## src/rtl/regop_pkg.sv

```systemverilog
package regop_pkg;

  typedef enum logic [1:0] {
    OP_CLRW = 2'b00,
    OP_CLRF = 2'b01,
    OP_COMF = 2'b10,
    OP_NONE = 2'b11
  } regop_e;

  typedef struct packed {
    logic wr_file;
    logic wr_w;
    logic upd_z;
    logic use_inv;
  } regop_ctrl_t;

  localparam regop_ctrl_t CTRL_IDLE = '{wr_file: 1'b0, wr_w: 1'b0, upd_z: 1'b0, use_inv: 1'b0};

endpackage

```

## src/rtl/regop_decode.sv

```systemverilog
module regop_decode
  import regop_pkg::*;
(
  input  logic        start,
  input  logic [1:0]  opcode,
  input  logic        dest,
  output regop_ctrl_t ctrl
);

  regop_e op;
  assign op = regop_e'(opcode);

  always_comb begin
    ctrl = CTRL_IDLE;
    if (start) begin
      unique case (op)
        OP_CLRW: begin
          ctrl.wr_w  = 1'b1;
          ctrl.upd_z = 1'b1;
        end
        OP_CLRF: begin
          ctrl.wr_file = 1'b1;
          ctrl.upd_z   = 1'b1;
        end
        OP_COMF: begin
          ctrl.use_inv = 1'b1;
          ctrl.upd_z   = 1'b1;
          ctrl.wr_file = dest;
          ctrl.wr_w    = ~dest;
        end
        default: ctrl = CTRL_IDLE;
      endcase
    end
  end

endmodule

```

## src/rtl/regop_alu.sv

```systemverilog
module regop_alu #(
  parameter int DATA_W = 8
) (
  input  logic [DATA_W-1:0] operand,
  input  logic              use_inv,
  output logic [DATA_W-1:0] result,
  output logic              zero
);

  always_comb begin
    if (use_inv) result = ~operand;
    else         result = '0;
  end

  assign zero = (result == '0);

endmodule

```

## src/rtl/regop_file.sv

```systemverilog
module regop_file #(
  parameter int DATA_W = 8,
  parameter int DEPTH  = 32,
  localparam int ADDR_W = $clog2(DEPTH)
) (
  input  logic              clk,
  input  logic              rst,
  input  logic [ADDR_W-1:0] op_addr,
  output logic [DATA_W-1:0] op_data,
  input  logic              wr_en,
  input  logic [DATA_W-1:0] wr_data,
  input  logic [ADDR_W-1:0] obs_addr,
  output logic [DATA_W-1:0] obs_data
);

  logic [DATA_W-1:0] mem [DEPTH];
  logic [DEPTH-1:0]  valid_q;

  // Storage has no reset so it maps onto distributed RAM; per-entry valid
  // bits make never-written entries read as zero after reset.
  always_ff @(posedge clk) begin
    if (wr_en) mem[op_addr] <= wr_data;
  end

  always_ff @(posedge clk) begin
    if (rst)        valid_q <= '0;
    else if (wr_en) valid_q[op_addr] <= 1'b1;
  end

  assign op_data = valid_q[op_addr] ? mem[op_addr] : '0;

  always_ff @(posedge clk) begin
    if (rst)                    obs_data <= '0;
    else if (valid_q[obs_addr]) obs_data <= mem[obs_addr];
    else                        obs_data <= '0;
  end

endmodule

```

## src/rtl/regop_unit.sv

```systemverilog
module regop_unit
  import regop_pkg::*;
#(
  parameter int DATA_W = 8,
  parameter int DEPTH  = 32,
  localparam int ADDR_W = $clog2(DEPTH)
) (
  input  logic              clk,
  input  logic              rst,
  input  logic              start,
  input  logic [1:0]        opcode,
  input  logic [ADDR_W-1:0] addr,
  input  logic              dest,
  input  logic [ADDR_W-1:0] obs_addr,
  output logic [DATA_W-1:0] obs_data,
  output logic [DATA_W-1:0] w_q,
  output logic              z_q
);

  regop_ctrl_t       ctrl;
  logic [DATA_W-1:0] rd_val;
  logic [DATA_W-1:0] res;
  logic              res_zero;

  regop_decode u_dec (
    .start  (start),
    .opcode (opcode),
    .dest   (dest),
    .ctrl   (ctrl)
  );

  regop_file #(.DATA_W(DATA_W), .DEPTH(DEPTH)) u_file (
    .clk      (clk),
    .rst      (rst),
    .op_addr  (addr),
    .op_data  (rd_val),
    .wr_en    (ctrl.wr_file),
    .wr_data  (res),
    .obs_addr (obs_addr),
    .obs_data (obs_data)
  );

  regop_alu #(.DATA_W(DATA_W)) u_alu (
    .operand (rd_val),
    .use_inv (ctrl.use_inv),
    .result  (res),
    .zero    (res_zero)
  );

  always_ff @(posedge clk) begin
    if (rst) begin
      w_q <= '0;
      z_q <= 1'b0;
    end else begin
      if (ctrl.wr_w)  w_q <= res;
      if (ctrl.upd_z) z_q <= res_zero;
    end
  end

endmodule

```

## config.mk

```make
export PLATFORM = sky130hd
export DESIGN_NAME = regop_unit
export DESIGN_NICKNAME = d
export VERILOG_FILES = /design/src/rtl/regop_pkg.sv /design/src/rtl/regop_decode.sv /design/src/rtl/regop_alu.sv /design/src/rtl/regop_file.sv /design/src/rtl/regop_unit.sv
export SDC_FILE = /design/constraint.sdc
export NUM_CORES = 1
export LEC_CHECK = 0
export ABC_AREA = 1
export CAP_MARGIN = 15
export CORE_MARGIN = 2
export CORE_UTILIZATION = 60
export DETAILED_ROUTE_END_ITERATION = 10
export MAX_ROUTING_LAYER = met4
export PLACE_DENSITY = 0.82
export SYNTH_ARGS = -nofsm -noshare
export SYNTH_HDL_FRONTEND = slang
export SYNTH_SLANG_ARGS = --single-unit
```

## constraint.sdc

```tcl
create_clock -name clk -period 5.1 [get_ports clk]
set_clock_uncertainty 0.2 [all_clocks]
set_input_delay 1.02 -clock clk [delete_from_list [all_inputs] [get_ports clk]]
set_output_delay 1.02 -clock clk [all_outputs]
set_load 0.01 [all_outputs]
```

==> summary.md <==
| Metric | Value |
|---|---|
| Critical path's largest stage delay | `approximately 0.8 ns` |
| Final Wtd Congestion | `about 1.0` |
| # DRC | `0` |
| Effective utilization at floorplan | `slightly above 60%` |
| Root Buffer | `clkbuf_16` |
| Top-count cell post-synth | `nand2_1` |
| Total gr overflow | `0` |
| DRT antenna net count | `0` |
| Setup TNS | `0 ns` |
| CP top delay family | `simple AND/OR/NAND/NOR gates` |
| CORE AREA | `about 25000 µm²` |
| Critical path startpoint category | `primary input` |
| Tmin final | `3.86 ns` |
| Final non-filler cell total | `roughly 2100` |
| Synthesized Nets | `between 1500 and 2000` |
| Fin crit share | `approximately three quarters` |
| Clock transition at path regs | `approximately 0.06 ns` |
| Post-synth EDFFs | `between 200 and 300` |
| Pins Over Slew Limit | `0` |
| CP bufs+invs | `2` |
| DPL Wire Length | `roughly 30000 µm` |
| Peak VDD IR | `0.248 mV` |
| Final setup viols | `0` |
| Critical Path RT | `about 5 ns` |
| Yosys reg bits | `slightly above 300` |
| Die area | `around 26000 µm²` |
| Synth top cells by count | `nand2_1, edfxtp_1, nor2_1, o21ai_0, inv_1` |
| Synth top area cells | `edfxtp_1, nand2_1, dfxtp_1` |
| RSZ-0062 raised after global routing | `false` |
| Final hold vios | `0` |
| Total GRT Usage | `37.5%` |
| Worst path cell trace | `clkdlybuf4s50_1 -> inv_2 -> nor2_8 -> nand2_1 -> nor2_1` |
| Clock sinks | `slightly above 300` |
| Total Wirelength | `48200 µm` |
| DR WL/cell | `23.0 µm` |
| Area delta synth->final | `10.9%` |
| Sequential share of the synthesized area | `approximately 58%` |
| Worst hold margin | `0.300 ns` |
| Die Wd | `about 160 µm` |
| Max-slew headroom | `27.1%` |
| Post-CTS Setup Inserts | `0` |
| Number of inserted diodes | `0` |
| Worst slew pin tran | `approximately 1.1 ns` |
| Hold Crit Class | `reg -> reg` |
| Port-buffer cells | `32` |
| CP arrival | `between 3 and 4 ns` |
| CTS buffer count | `31` |
| Number of core rows | `58` |
| Footprint of the multi-input gates | `roughly 5400 µm²` |
| Starting DRT DRC Count | `between 2000 and 2500` |
| Clock Path Buffers | `3` |
| Initial antenna violation count | `0` |
| Area share of the largest cell type after synthesis | `slightly above 50%` |
| # fillers | `1891` |
| Pwr Total | `5.51 mW` |
| Count of maximum capacitance violations | `0` |
| Area leader, netlist | `edfxtp_1` |
| Vias | `about 13000` |
| Leak | `around 6.6 nW` |
| CTS HTree Levels | `1` |
| Run status | `finished, final reports clean` |
| Synth Area per Inst | `8.71 µm²` |
| PwrDens | `~330 nW/µm²` |
| Area after DPL | `roughly 16000 µm²` |
| Post-synth cell types | `33` |
| Crit end category | `flop` |
| Max Fclk | `between 200 and 300 MHz` |
| Post-Synthesis Cells | `1731` |
| Reg area | `just under 9000 µm²` |
| Synthesized area | `about 15000 µm²` |
| Clk_lat worst skew | `around 0.57 ns` |
| Global-route wire length before repair | `72200 µm` |
| Inst Count DP | `2037` |
| Hold buffers post-CTS | `0` |
| Final net count | `around 1800` |
| Vias per cell | `approximately 6.4` |
| Worst Setup Path Type | `in -> reg` |
| Asr flop ratio synth | `0%` |
| Share of post-route cells with drive strength above 1 | `under 10%` |
| Vias in the first global route | `~12000` |
| Largest net degree at the start of global routing | `approximately 150` |
| TritonCTS clock tree | `yes` |
| I/O Pins | `33` |
| Die Y | `162 µm` |
| CP max FO | `43` |
| Top FF cell, synth | `edfxtp_1` |
| Fin area | `16700 µm²` |
| Yosys Warn Count | `0` |
| Drt pass-1 iters | `6` |
| Slowest stage cell, crit path | `nor2_1` |
| Cts repair resizes | `0` |
[logic make-up after synthesis]
kind of cell             count (synthesis)  share of synthesized area (%)
AO/OA/AOI/OAI                          342                           12.8
adder cells (fa/ha/maj)                  4                          0.332
flip-flops                             305                           57.5
buffers and inverters                  214                           6.36
AND/OR/NAND/NOR                        866                           23.0
[layer usage]
layer	vias up	routed length (µm)	track usage, %
li1	5844	-	-
met1	6194	17600	50.2
met2	1159	21200	55.7
met3	186	7140	8.53
met4	0	2280	15.7
met5	-	0	-
[cells in the final DEF, fill, tap and decap left out, types with 14 or more instances in the layout]
cell,count
o211ai_1,23
nand4_1,14
a21oi_1,87
inv_1,101
dfxtp_1,49
edfxtp_1,256
o21ai_0,183
clkinv_2,14
nor2_1,239
nand2_1,530
o221ai_1,33
clkdlybuf4s50_1,29
nand3_1,70
clkbuf_16,32
buf_4,43
[power by group]
group / total (mW) / leakage (nW) / switching, mW / internal [mW]
registers: 2.71 / 2.69 / 0.00621 / 2.70
logic: 0.512 / 3.37 / 0.368 / 0.144
clock network: 2.28 / 0.513 / 0.967 / 1.32
total: 5.51 / 6.58 / 1.34 / 4.16
[area by class of cell]
class                      instances  area share, %
tap                              330           2.47
inverter                         110           2.51
clock buffer                      37           5.02
sequential                       305           51.9
timing repair buffer              80           4.54
clock inverter                    20           1.05
multi-input combinational       1212           32.6
[worst paths after layout]
path / startpoint / to / slack, ns / cells after the start
setup / recovery: addr[1] / u_file.mem[2][6] / 1.24 / 5
hold / removal: u_file.valid_q[24] / u_file.valid_q[24] / 0.30 / 2
setup reg to reg: u_file.valid_q[10] / u_file.mem[4][4] / 2.65 / 12
hold reg to reg: u_file.valid_q[24] / u_file.valid_q[24] / 0.30 / 2
[tightest hold or removal path: cells and delay by family (launching register included)]
| kind | cells | cell delay (ns) |
|---|---|---|
| flip-flops | 1 | 0.34 |
| AND/OR/NAND/NOR | 2 | 0.12 |
[flip-flops by register name, summed over array words and instances (netlist names)]
| signal | cells |
|---|---|
| u_file.mem | 256 |
| u_file.valid_q | 32 |
| u_file.obs_data | 8 |
| w_q | 8 |
| z_q | 1 |
[per-stage QoR]
stage / worst slack (ns) / utilization, %
6_report: 1.24 / 67.2
5_1_grt: 1.16 / 67.2
4_1_cts: 1.38 / 67.2
3_5_place_dp: 0.816 / 63.1
3_3_place_gp: 0.861 / 63.1
2_1_floorplan: 2.16 / -
Power figures use the tool's default switching activity.
